<file path="src/rtl/mmu_ctl_pkg.sv">
package mmu_ctl_pkg;
  localparam int unsigned DW = 32;
  localparam int unsigned HW = 16;
  localparam int unsigned NREG = 4;

  typedef enum logic [1:0] {
    RI_SUP = 2'd0,
    RI_USR = 2'd1,
    RI_TLB = 2'd2,
    RI_CSR = 2'd3
  } reg_idx_e;

  // status bit positions
  localparam int unsigned B_PTF  = 15;
  localparam int unsigned B_PGF  = 14;
  localparam int unsigned B_PRF  = 13;
  localparam int unsigned B_FPU  = 6;
  localparam int unsigned B_ICE  = 5;
  localparam int unsigned B_BERR = 3;
  localparam int unsigned B_XCE  = 2;
  localparam int unsigned B_SME  = 1;
  localparam int unsigned B_UME  = 0;
  localparam int unsigned B_TLB_SUP = 15;

  localparam logic [HW-1:0] CTL_MASK = HW'((1 << B_FPU) | (1 << B_ICE) | (1 << B_XCE) |
                                          (1 << B_SME) | (1 << B_UME));
  localparam logic [HW-1:0] STK_MASK = HW'((1 << B_PTF) | (1 << B_PGF) | (1 << B_PRF) |
                                          (1 << B_BERR));

  typedef struct packed {
    logic ptab;
    logic page;
    logic prot;
  } fault_kind_t;
endpackage

</file>
<file path="src/rtl/mmu_bus_decode.sv">
module mmu_bus_decode
  import mmu_ctl_pkg::*;
(
  input  logic                req_i,
  input  logic                we_i,
  input  logic                long_i,
  input  logic [3:0]          addr_i,
  input  logic [DW-1:0]       wdata_i,
  output logic [NREG-1:0]     wr_sel_o,
  output logic [NREG-1:0]     rd_sel_o,
  output logic [DW-1:0]       wmask_o,
  output logic [DW-1:0]       wval_o,
  output logic                rd_long_o,
  output logic                rd_lo_o
);
  logic [1:0] idx;
  assign idx = addr_i[3:2];

  for (genvar r = 0; r < NREG; r++) begin : g_sel
    assign wr_sel_o[r] = req_i &&  we_i && (idx == 2'(r));
    assign rd_sel_o[r] = req_i && !we_i && (idx == 2'(r));
  end

  always_comb begin
    if (long_i) begin
      wmask_o = '1;
      wval_o  = wdata_i;
    end else begin
      wmask_o = addr_i[1] ? {{HW{1'b0}}, {HW{1'b1}}} : {{HW{1'b1}}, {HW{1'b0}}};
      wval_o  = {wdata_i[HW-1:0], wdata_i[HW-1:0]};
    end
  end

  assign rd_long_o = long_i;
  assign rd_lo_o   = addr_i[1];
endmodule

</file>
<file path="src/rtl/mmu_stp_reg.sv">
module mmu_stp_reg
  import mmu_ctl_pkg::*;
#(
  parameter int unsigned FRAME_W = 20
) (
  input  logic               clk_i,
  input  logic               rst_ni,
  input  logic               wr_i,
  input  logic [DW-1:0]      wmask_i,
  input  logic [DW-1:0]      wval_i,
  output logic [FRAME_W-1:0] frame_o
);
  logic [FRAME_W-1:0] frame_q;
  logic [FRAME_W-1:0] frame_d;

  always_comb begin
    frame_d = frame_q;
    if (wr_i) begin
      frame_d = (frame_q & ~wmask_i[FRAME_W-1:0]) | (wval_i[FRAME_W-1:0] & wmask_i[FRAME_W-1:0]);
    end
  end

  always_ff @(posedge clk_i or negedge rst_ni) begin
    if (!rst_ni) frame_q <= '0;
    else         frame_q <= frame_d;
  end

  assign frame_o = frame_q;
endmodule

</file>
<file path="src/rtl/mmu_csr_reg.sv">
module mmu_csr_reg
  import mmu_ctl_pkg::*;
(
  input  logic          clk_i,
  input  logic          rst_ni,
  input  logic          wr_i,
  input  logic [DW-1:0] wmask_i,
  input  logic [DW-1:0] wval_i,
  input  logic          fault_i,
  input  fault_kind_t   fault_kind_i,
  output logic [HW-1:0] csr_o,
  output logic          xflush_all_o
);
  logic [HW-1:0] ctl_q, ctl_d;
  logic [HW-1:0] stk_q, stk_d;
  logic [HW-1:0] flt_set;
  logic          lo_wr;
  logic          xflush_q;

  // only the low half carries status bits
  assign lo_wr = wr_i && (wmask_i[HW-1:0] == {HW{1'b1}});

  always_comb begin
    flt_set = '0;
    if (fault_i) begin
      flt_set[B_BERR] = 1'b1;
      flt_set[B_PTF]  = fault_kind_i.ptab;
      flt_set[B_PGF]  = fault_kind_i.page;
      flt_set[B_PRF]  = fault_kind_i.prot;
    end
  end

  always_comb begin
    ctl_d = ctl_q;
    stk_d = stk_q;
    if (lo_wr) begin
      ctl_d = wval_i[HW-1:0] & CTL_MASK;
      stk_d = stk_q & wval_i[HW-1:0];
    end
    stk_d = (stk_d | flt_set) & STK_MASK;
  end

  always_ff @(posedge clk_i or negedge rst_ni) begin
    if (!rst_ni) begin
      ctl_q    <= '0;
      stk_q    <= '0;
      xflush_q <= 1'b0;
    end else begin
      ctl_q    <= ctl_d;
      stk_q    <= stk_d;
      xflush_q <= lo_wr && ctl_d[B_XCE] && !ctl_q[B_XCE];
    end
  end

  assign csr_o        = ctl_q | stk_q;
  assign xflush_all_o = xflush_q;
endmodule

</file>
<file path="src/rtl/mmu_ctl_regs.sv">
module mmu_ctl_regs
  import mmu_ctl_pkg::*;
#(
  parameter int unsigned FRAME_W = 20
) (
  input  logic               clk_i,
  input  logic               rst_ni,
  input  logic               req_i,
  input  logic               we_i,
  input  logic               long_i,
  input  logic [3:0]         addr_i,
  input  logic [31:0]        wdata_i,
  output logic               rvalid_o,
  output logic [31:0]        rdata_o,
  input  logic               fault_i,
  input  logic [2:0]         fault_kind_i,
  output logic [FRAME_W-1:0] sup_frame_o,
  output logic [FRAME_W-1:0] usr_frame_o,
  output logic               usr_map_en_o,
  output logic               sup_map_en_o,
  output logic               xcache_en_o,
  output logic               icache_en_o,
  output logic               fpu_en_o,
  output logic               tlb_flush_all_o,
  output logic               tlb_flush_sup_o,
  output logic               tlb_flush_usr_o,
  output logic               xcache_flush_all_o,
  output logic               xcache_flush_sup_o,
  output logic               xcache_flush_usr_o
);
  localparam int unsigned NSTP  = 2;
  localparam int unsigned PAD_W = DW - FRAME_W;

  logic [NREG-1:0]    wr_sel, rd_sel;
  logic [DW-1:0]      wmask, wval;
  logic               rd_long, rd_lo;
  logic [FRAME_W-1:0] frame [NSTP];
  logic [HW-1:0]      csr_q;
  logic               csr_wr;
  logic [DW-1:0]      tlb_wv;
  logic [DW-1:0]      rd_full;
  logic [DW-1:0]      rd_word;

  logic rvalid_q;
  logic [DW-1:0] rdata_q;
  logic tlb_all_q, tlb_sup_q, tlb_usr_q, xc_sup_q, xc_usr_q;

  mmu_bus_decode u_dec (
    .req_i     (req_i),
    .we_i      (we_i),
    .long_i    (long_i),
    .addr_i    (addr_i),
    .wdata_i   (wdata_i),
    .wr_sel_o  (wr_sel),
    .rd_sel_o  (rd_sel),
    .wmask_o   (wmask),
    .wval_o    (wval),
    .rd_long_o (rd_long),
    .rd_lo_o   (rd_lo)
  );

  for (genvar s = 0; s < NSTP; s++) begin : g_stp
    mmu_stp_reg #(.FRAME_W(FRAME_W)) u_stp (
      .clk_i   (clk_i),
      .rst_ni  (rst_ni),
      .wr_i    (wr_sel[s]),
      .wmask_i (wmask),
      .wval_i  (wval),
      .frame_o (frame[s])
    );
  end

  assign csr_wr = wr_sel[RI_CSR];

  mmu_csr_reg u_csr (
    .clk_i        (clk_i),
    .rst_ni       (rst_ni),
    .wr_i         (csr_wr),
    .wmask_i      (wmask),
    .wval_i       (wval),
    .fault_i      (fault_i),
    .fault_kind_i (fault_kind_t'(fault_kind_i)),
    .csr_o        (csr_q),
    .xflush_all_o (xcache_flush_all_o)
  );

  assign tlb_wv = wval & wmask;

  always_comb begin
    unique case (addr_i[3:2])
      RI_SUP:  rd_full = {{PAD_W{1'b0}}, frame[RI_SUP]};
      RI_USR:  rd_full = {{PAD_W{1'b0}}, frame[RI_USR]};
      RI_TLB:  rd_full = '0;
      default: rd_full = {{HW{1'b0}}, csr_q};
    endcase
    if (rd_long)    rd_word = rd_full;
    else if (rd_lo) rd_word = {{HW{1'b0}}, rd_full[HW-1:0]};
    else            rd_word = {{HW{1'b0}}, rd_full[DW-1:HW]};
  end

  always_ff @(posedge clk_i or negedge rst_ni) begin
    if (!rst_ni) begin
      rvalid_q  <= 1'b0;
      rdata_q   <= '0;
      tlb_all_q <= 1'b0;
      tlb_sup_q <= 1'b0;
      tlb_usr_q <= 1'b0;
      xc_sup_q  <= 1'b0;
      xc_usr_q  <= 1'b0;
    end else begin
      rvalid_q  <= |rd_sel;
      rdata_q   <= (|rd_sel) ? rd_word : '0;
      tlb_all_q <= rd_sel[RI_TLB] && rd_long;
      tlb_sup_q <= wr_sel[RI_SUP] || (wr_sel[RI_TLB] &&  tlb_wv[B_TLB_SUP]);
      tlb_usr_q <= wr_sel[RI_USR] || (wr_sel[RI_TLB] && !tlb_wv[B_TLB_SUP]);
      xc_sup_q  <= wr_sel[RI_SUP];
      xc_usr_q  <= wr_sel[RI_USR];
    end
  end

  assign rvalid_o           = rvalid_q;
  assign rdata_o            = rdata_q;
  assign tlb_flush_all_o    = tlb_all_q;
  assign tlb_flush_sup_o    = tlb_sup_q;
  assign tlb_flush_usr_o    = tlb_usr_q;
  assign xcache_flush_sup_o = xc_sup_q;
  assign xcache_flush_usr_o = xc_usr_q;
  assign sup_frame_o        = frame[RI_SUP];
  assign usr_frame_o        = frame[RI_USR];
  assign fpu_en_o           = csr_q[B_FPU];
  assign icache_en_o        = csr_q[B_ICE];
  assign xcache_en_o        = csr_q[B_XCE];
  assign sup_map_en_o       = csr_q[B_SME];
  assign usr_map_en_o       = csr_q[B_UME];
endmodule

</file>
<file path="config.mk">
export PLATFORM = sky130hd
export DESIGN_NAME = mmu_ctl_regs
export DESIGN_NICKNAME = d
export VERILOG_FILES = /design/src/rtl/mmu_ctl_pkg.sv /design/src/rtl/mmu_bus_decode.sv /design/src/rtl/mmu_stp_reg.sv /design/src/rtl/mmu_csr_reg.sv /design/src/rtl/mmu_ctl_regs.sv
export SDC_FILE = /design/constraint.sdc
export NUM_CORES = 1
export LEC_CHECK = 0
export BUFFER_PORTS_ARGS = -buffer_cell sky130_fd_sc_hd__buf_4
export CORE_MARGIN = 3
export CORE_UTILIZATION = 35
export DETAILED_ROUTE_END_ITERATION = 6
export SYNTH_ARGS = -nofsm -noshare
export SYNTH_HDL_FRONTEND = slang
export SYNTH_HIERARCHICAL = 1
export SYNTH_SLANG_ARGS = --single-unit
</file>
<file path="constraint.sdc">
create_clock -name clk_i -period 1.4 [get_ports clk_i]
set_input_delay 0.14 -clock clk_i [delete_from_list [all_inputs] [get_ports clk_i]]
set_output_delay 0.14 -clock clk_i [all_outputs]
set_load 0.02 [all_outputs]
</file>
* Yosys cells after proc, flatten, opt, wreduce, memory -nomap -nowiden
Index checks and enable logic that the tools add are counted.
** Word-level totals
- Flip-flop bits (word level) :: 88
- Bits of input ports :: 45
- Output and inout port bits :: 84
- Logic and storage cells :: 61
** Cells by class
- Eq/ne operators :: 4
- Mux-type cells :: 11
- Bitwise operators :: 10
- Reduce and logical (&&, ||, !) cells :: 23
** Operators with widths (number)
- $mux W32 :: 2
- $and A20 B20 Y20 :: 3
- $mux W20 :: 3
- $pmux W20 S3 :: 1
- $or A20 B20 Y20 :: 2
- $and A16 B16 Y16 :: 2
- $mux W16 :: 2
- $not A20 Y20 :: 1
- $eq A16 B16 Y1 const B :: 1
- $logic_and A1 B1 Y1 :: 16
- $or A16 B16 Y16 :: 1
- $or A7 B16 Y16 :: 1
- $mux W3 :: 2
- $eq A2 B2 Y1 const B :: 2
- $reduce_or A4 Y1 :: 1
- $logic_not A1 Y1 :: 3
- $eq A2 B1 Y1 const B :: 1
- $logic_not A2 Y1 :: 1
- $logic_or A1 B1 Y1 :: 2
- $mux W1 :: 1

* Logic depth before layout (Yosys ltp)
Gate-level depths: netlist of the first run.
- Word-level depth :: 7
- Gate-level depth with buffers :: 8
- Depth with buffers taken out :: 5

* Hierarchy
The synthesis of the first run kept the hierarchy.
** By module, submodules not included
- mmu_stp_reg :: times used 2, cells an instance 62, area each 898.4 um^2, seq. area each 500.5 um^2
- mmu_ctl_regs :: times used 1, cells an instance 135, area each 1392.6 um^2, seq. area each 650.6 um^2
- mmu_bus_decode :: times used 1, cells an instance 76, area each 694.4 um^2, seq. area each 0.0 um^2
- mmu_csr_reg :: times used 1, cells an instance 41, area each 484.2 um^2, seq. area each 250.2 um^2

* Worst setup path after synthesis of the first run
OpenSTA, ideal clock, no wires.
- Path type :: input port to flip-flop
- From :: input long_i
- To :: register u_csr.ctl_q[0]
- Setup time :: 0.125 ns
- Data arrival time :: 1.667 ns
- Required time :: 1.275 ns
- Slack :: -0.391 ns
- Cell stages on the path :: 8
- Path buffers :: 3
- Cell sequence :: buf_6 > buf_12 > or2_1 > buf_4 > nand4_1 > nor3_2 > nand2_2 > mux2_2
** Between the ends
- Longest elaborated chain between the ends :: 3
** Ends and longest elaborated chain
- from (decl) :: line mmu_ctl_regs.sv:10 : input logic long_i,
- $mux W20 :: line mmu_bus_decode.sv:25 : if (long_i) begin
- via wmask[0] :: line mmu_ctl_regs.sv:35 : logic [DW-1:0] wmask, wval;
- $eq A16 B16 Y1 :: line mmu_csr_reg.sv:21 : assign lo_wr = wr_i && (wmask_i[HW-1:0] == {HW{1'b1}});
- $logic_and A1 B1 Y1 :: line mmu_csr_reg.sv:21
- to (signal assigned) :: line mmu_csr_reg.sv:49 : ctl_q <= ctl_d;
- to (decl) :: line mmu_csr_reg.sv:14 : logic [HW-1:0] ctl_q, ctl_d;
The timed path passes the listed nets, and every way through them passes these cells.
A chain may end at the register's enable or synchronous reset.

==> summary by stage, run 1 <==
Die
The number of placement rows is 38. The die is 115 um wide. The core area is 11200 sq um. Once the floorplan was initialized, standard cells occupied 36.9% of the core.

The floorplan step defined a die boundary enclosing around 13000 sq um. The floorplan step set the die height to between 100 and 150 um. The I/O pin count is 129.

Run status
The run finished with clean final reports.

Synth
The warning count from the yosys run is 6. Each instance of the synthesized netlist takes up on average ~12 sq um. The mapped netlist covers a little over 4000 sq um. Synthesis handed over a netlist of about 350 instances.

Worst setup path
The kind of cell with the highest combined delay along the critical path is flip-flops. For the worst setup path, the data arrival time is between 1000 and 1500 ps. The largest stage delay on the critical path is between 300 and 400 ps. Together, buffers and inverters on the worst path number 0. The kind of critical path is reg -> reg. The cell with the biggest individual delay on the critical path is sky130_fd_sc_hd__dfrtp_1. The critical path depth is 3.

Of all nets on the critical path, the largest fanout is 3. The endpoint type of the worst setup path is a flop. The required arrival time at the worst endpoint is 1600 ps. The number of cells traversed by the worst register-to-register path is 3.

STA classifies the critical path startpoint as a flop. Traced cell by cell, the critical path runs through mux2_2 -> a221oi_1 -> nor3_1.

Power
The analysis attributes to cell leakage a power of 0.00263 uW. For this design the total switching power over the nets is between 2000 and 2500 uW. The power density over the cells is around 1400 nW/um^2. Of the total power, combinational logic draws about 27%.

The internal portion of the total power is 5250 uW. IR analysis of the VDD net gives a maximum drop of between 600 and 700 uV. Net switching is between 20 and 30% of the power. Sequential cells burn about two fifths of the power. Of the total power, the clock network draws about a third. The overall power of the completed layout is 7350 uW.

Global routing
The wire length of the first global-routing pass is 15.5 mm. The number of global-route vias before repair is 2953. The total routing usage reported by global routing is between 10% and 20%. The residual overflow from global routing is 0. The initial antenna violation count came to 0.

Entering global routing, the biggest net connects 35 pins.

Route
The iteration-0 DRC count of the detailed router is ~110. The DRC violations left is 0. The first-pass iteration count of the detailed router is 4. The via count of the routed design is 2763. The wire length per cell after detailed routing is around 17 um.

After detailed routing, the number of vias per cell comes to ~4.7. The count of antenna-violating nets left after detailed routing is 0. After detailed routing, the total wire length is 9.63 mm.

Place
At the end of routability-driven placement, the weighted congestion stood at around 0.75. In this run the tool buffered the top-level ports with between 100 and 150 buffer cells. The detailed placement HPWL is roughly 7 mm. At the placement stage, the worst setup path has a slack of -109 ps.

Cells and area
The number of nets in the finished design is around 480. The library cells used most frequently in the layout, excluding fill and tap cells, are 123 x sky130_fd_sc_hd__buf_4, 76 x sky130_fd_sc_hd__dfrtp_1, 42 x sky130_fd_sc_hd__nand2_1, 42 x sky130_fd_sc_hd__mux2_4, 23 x sky130_fd_sc_hd__nor2_1. Relative to the synthesized area, the layout overhead comes to 24.7%. The ratio of cells with drive above 1 in the final layout is about half. The most common cell after layout, fill and taps aside is sky130_fd_sc_hd__buf_4.

The antenna diode instance count is 0.

Clock tree
Clock tree synthesis inserted a total of 9 buffers. The H-tree generated during clock tree synthesis spans 3 levels. The clock latency on the worst-skew pair is 320 ps.

The deepest clock path buffer count is 2. The TritonCTS sink count is 76. Post-CTS timing repair inserted 0 buffers for setup. Post-CTS repair changed the size of 0 cells. After clock tree synthesis, the clock-pin slew on the worst setup and hold paths is approximately 60 ps.

The CTS tree is built. The tree is rooted in a sky130_fd_sc_hd__clkbuf_16.

Timing
The worst pin sits at a relative slew slack of 64.6%. After layout, the worst setup slack is a little under 200 ps. Across the routed clock network, the largest skew measured is about 6.5 ps. Setup repair after global routing left no endpoint under its margin. Setup violations remaining at the end of the flow were counted as 0. The hold violation total from the final report is 0. The final period demand of the worst path is between 1000 and 1500 ps. The slew at the pin closest to its max-slew limit is ~530 ps. The number of max-slew violations in the final report is 0. After layout, the worst path uses a little under nine tenths of the clock period. The achievable frequency is around 0.83 GHz.

Job
The tool flagged a number of max-cap violations equal to 0.

Worst hold path
The class of the tightest hold or removal check is in -> reg. Counting instances, the worst hold path has a depth of 2.
## power groups by stage
stage                     logic [uW]  registers [uW]  clock network (uW)
after floorplan                  923            3170                   0
after global placement          1990            2820                   0
after detailed placement        2020            2840                   0
after CTS                       2030            2810                2610
after global routing            2140            2850                2710
final                           2000            2800                2560
## path summary, 6_finish.rpt
path / endpoint / slack, ps / start
max: rdata_o[3] / 190 / flop
min: flop / 50 / wdata_i[4]
max reg2reg: rdata_o[3] / 190 / flop
min reg2reg: u_csr/xflush_all_o / 490 / u_csr/ctl_q[2]
max in group asynchronous: asynchronous set/reset pin / 640 / rst_ni
min in group asynchronous: asynchronous set/reset pin / 260 / rst_ni
## stage by stage
stage / util [%] / hold slack (ps) / instance area [sq um] / instances / TNS [ps]
after floorplan: - / -156 / 4190 / 369 / -766
after global placement: 42.9 / 57.5 / 4790 / 566 / -251
after detailed placement: 42.9 / 57.7 / 4790 / 566 / -780
after CTS: 46.0 / 41.9 / 5140 / 583 / 0
after global routing: 46.0 / 41.4 / 5140 / 583 / 0
final: 46.0 / 52.6 / 5140 / 583 / 0
## routing by layer
layer / share of wire, % / track usage, % / up-vias
met1: 45 / 20.4 / 1372
met4: 0.89 / 4.28 / 0
met5: 0 / 0 / -
li1: - / - / 1296
met3: 6.2 / 3.44 / 7
met2: 47 / 24.3 / 88
## final cells by class
class	count	area (sq um)
clock buffer	12	267
sequential	76	1900
multi-input combinational	223	1740
inverter	2	7.51
clock inverter	4	70.1
fill	1040	6040
tap	140	175
timing repair buffer	126	973
## timing repair
action	4_1_cts	5_1_grt
hold endpoints to repair	19	0
hold buffers	1	0
setup endpoints to repair	0	0
Power figures use the tool's default switching activity.
==> inputs of run 2 (changes only) <==
--- a/config.mk
+++ b/config.mk
@@ -5,7 +5,7 @@
 export SDC_FILE = /design/constraint.sdc
 export NUM_CORES = 1
 export LEC_CHECK = 0
-export BUFFER_PORTS_ARGS = -buffer_cell sky130_fd_sc_hd__buf_4
+export BUFFER_PORTS_ARGS = -buffer_cell sky130_fd_sc_hd__buf_2
 export CORE_MARGIN = 3
 export CORE_UTILIZATION = 35
 export DETAILED_ROUTE_END_ITERATION = 6
==> constraint.sdc (replaced) <==
create_clock -name clk_i -period 1.29 [get_ports clk_i]
set_input_delay 0.129 -clock clk_i [delete_from_list [all_inputs] [get_ports clk_i]]
set_output_delay 0.129 -clock clk_i [all_outputs]
set_load 0.02 [all_outputs]
==> run 2 against run 1 <==
Sequential share of layout area increased by 2.2 points. Utilization decreased by 2.5 points. Flip-flop and latch count unchanged. Critical path depth increased by 3. Largest cell class unchanged. Largest power group unchanged. Combinational power decreased by 2%. Wire length increased by 1.2%. Via count decreased by 0.80%. Final area decreased by 5.5%. First-iteration DRC count increased by 9.7%. Die area unchanged. Critical path type is now in -> reg. Cell count increased by 0.17%. Clock skew about the same.
==> summary by stage, run 2 (synthesis results as in run 1) <==
Run status
The flow ran to the end, and the final reports show no timing, DRC or antenna violations.

Route
The first-pass iteration count of the detailed router is 4 (unchanged). The iteration-0 DRC count of the detailed router came to 124 (+9.7%). The wire length per cell after detailed routing is 16.7 um (+1.1%). The via count of the routed design was 2741 (-0.80%). The count of antenna-violating nets left after detailed routing was 0 (unchanged). The DRC violations left is 0 (unchanged). The routed via count divided by cell count was 4.69 (-0.97%).

The routed wire length is 9.75 mm (+1.2%).

Cells and area
The area of all placed cells without fillers is 4850 sq um (-5.5%). The most common cell after layout, fill and taps aside is sky130_fd_sc_hd__buf_2. The antenna diode instance count came to 0 (unchanged). The number of nets in the finished design is 484 (+0.21%). The number of inserted filler cells in the final layout is 1040 (unchanged).

The final core area utilization is 43.4% (-2.5 points). The ratio of cells with drive above 1 in the final layout was 48.4% (+0.12 points). The area growth from synthesis to layout is 17.8%. The final cell count without fillers came to 584 (+0.17%). The library cells used most frequently in the layout, excluding fill and tap cells, are 102 x sky130_fd_sc_hd__buf_2, 76 x sky130_fd_sc_hd__dfrtp_1, 42 x sky130_fd_sc_hd__nand2_1, 42 x sky130_fd_sc_hd__mux2_4, 23 x sky130_fd_sc_hd__nor2_1.

Place
The number of placed cells counting well taps was 567 (+0.18%). The final weighted congestion in routability-driven placement is 0.754 (+1.1%). The instance area after placement is 4540 sq um (-5.2%). The number of port buffers was 103 (unchanged). The detailed placement HPWL was 6.88 mm (-4.3%).

The worst setup timing slack at the placement stage is -202 ps (-93.1 ps).

Global routing
The largest net degree at the start of global routing is 77 (+120%). The wire length of the first global-routing pass is 15.5 mm (-0.18%). The number of global-route vias before repair came to 2868 (-2.9%). The total routing usage reported by global routing is 15.2% (+0.065 points). The initial antenna violation count is 0 (unchanged).

The residual overflow from global routing was 0 (unchanged).

Clock tree
The number of instances resized during post-cts repair is 0 (unchanged). The clock latency on the worst-skew pair is 330 ps (about the same). The deepest clock path buffer count is 2 (unchanged).

The H-tree depth is 3 (unchanged). The CTS tree is built. The total CTS buffers is 9 (unchanged). The TritonCTS sink count is 76 (unchanged). Clock tree synthesis selected as its root buffer the cell sky130_fd_sc_hd__clkbuf_16. The post-CTS clock slew at the launch and capture registers of the worst setup and hold paths is 60 ps (about the same).

Worst setup path
The capturing point of the worst reg2reg path is rdata_o[3]. The number of cells traversed by the worst register-to-register path is 3 (unchanged). The critical path is of the in -> reg type. The critical path data arrival time is 1370 ps (-40 ps). The maximum fanout along the worst path is 13 (+10).

The reg2reg setup slack is 150 ps (-40 ps). The worst setup path is captured at a flop. The required arrival time at the worst endpoint was 1500 ps (-100 ps).

STA classifies the critical path startpoint as an input pin.

Die
The number of placement rows is 38 (unchanged). The core area is 11200 sq um (unchanged). The horizontal die dimension is 115 um (unchanged). The I/O pin count is 129 (unchanged). The die area was 13100 sq um (unchanged). The initial cell density of the core was 36.9% (unchanged). The height of the die is 115 um (unchanged).

Timing
The slew at the pin closest to its max-slew limit is 506 ps (-23.3 ps). The fraction of the cycle the final worst path needs is around 90%. The number of setup violations in the final report came to 0 (unchanged). The final worst-path setup slack came to 135 ps (-57.6 ps).

The relative max-transition margin came to 66.1% (+1.6 points). The clock skew after layout is 6.86 ps (+0.379 ps). The final period demand of the worst path is between 1000 and 1500 ps.

Setup repair after global routing left no endpoint under its margin. Timing would allow up to just under 0.9 GHz. The number of max-slew violations in the final report was 0 (unchanged). The summed negative setup slack over all endpoints is 0 ps (unchanged). The hold violation total from the final report is 0 (unchanged).

Power
The leakage dissipation is 0.00257 uW (-2.3%). The power density over the cells came to 1550 nW/um^2 (+8.2%). The highest ir drop seen on vdd is 696 uV (+2.4%).

Worst hold path
In this run the most critical hold path is launched from wdata_i[10]. The worst hold path cell count is 2 (unchanged). The path class of the tightest hold or removal check is in -> reg.

Job
The max-cap check violation count is 0 (unchanged).
[run 2: cell count changes in the layout (fill, tap and decap cells not counted), sizes merged]
cell,before,now
buf,125,126
bufinv,2,1
clkinv,2,4
clkbuf,12,10
inv,2,3
[run 2: routing by layer]
metal | vias up | wire (um) | track usage [%]
li1 | 1300 | - | -
met1 | 1350 | 4430 | 20.0
met2 | 86 | 4590 | 24.8
met3 | 5 | 667 | 3.81
met4 | 0 | 63 | 4.04
met5 | - | 0 | 0
[run 2: final cells by class]
type / instances / area, sq um / share of cell area [%]
Timing Repair Buffer: 127 / 726 / 14.9
Sequential cell: 76 / 1900 / 39.2
Tap cell: 140 / 175 / 3.61
Inverter: 2 / 7.51 / 0.155
Clock inverter: 6 / 62.6 / 1.29
Multi-Input combinational cell: 223 / 1740 / 35.9
Clock buffer: 10 / 239 / 4.92
[run 2: worst max path at each step]
stage	from	to	cells past startpoint
after floorplan	long_i	u_csr/ctl_q[0]	8
final	addr_i[3]	flop	6
after CTS	flop	rdata_o[3]	3
after detailed placement	addr_i[3]	flop	6
after global placement	addr_i[3]	flop	6
after global routing	addr_i[2]	rdata_o[16]	7
[run 2: where the power goes]
| group | internal, uW | leakage (uW) | switching [uW] |
|---|---|---|---|
| registers | 2730 | 0.000959 | 281 |
| clock network | 1550 | 0.000153 | 997 |
| logic | 898 | 0.00145 | 1060 |
[run 2: through the flow]
stage	hold slack (ps)	total power, uW
2_1_floorplan	-167	4440
3_3_place_gp	180	4990
3_5_place_dp	185	5040
4_1_cts	35.6	7610
5_1_grt	42.2	7910
6_report	46.8	7520
[run 2: repair_timing]
item | CTS | global route
hold buffers | 1 | 0
endpoints found under the setup margin | 0 | 0
buffers inserted | 0 | 0
endpoints found under the hold margin | 76 | 0
[run 2: worst max-delay path: stages]
cell and delay (ps):
sky130_fd_sc_hd__buf_2 150, sky130_fd_sc_hd__buf_12 130, sky130_fd_sc_hd__nor4bb_4 280, sky130_fd_sc_hd__buf_4 270, sky130_fd_sc_hd__nand2_1 100, sky130_fd_sc_hd__mux2_4 300
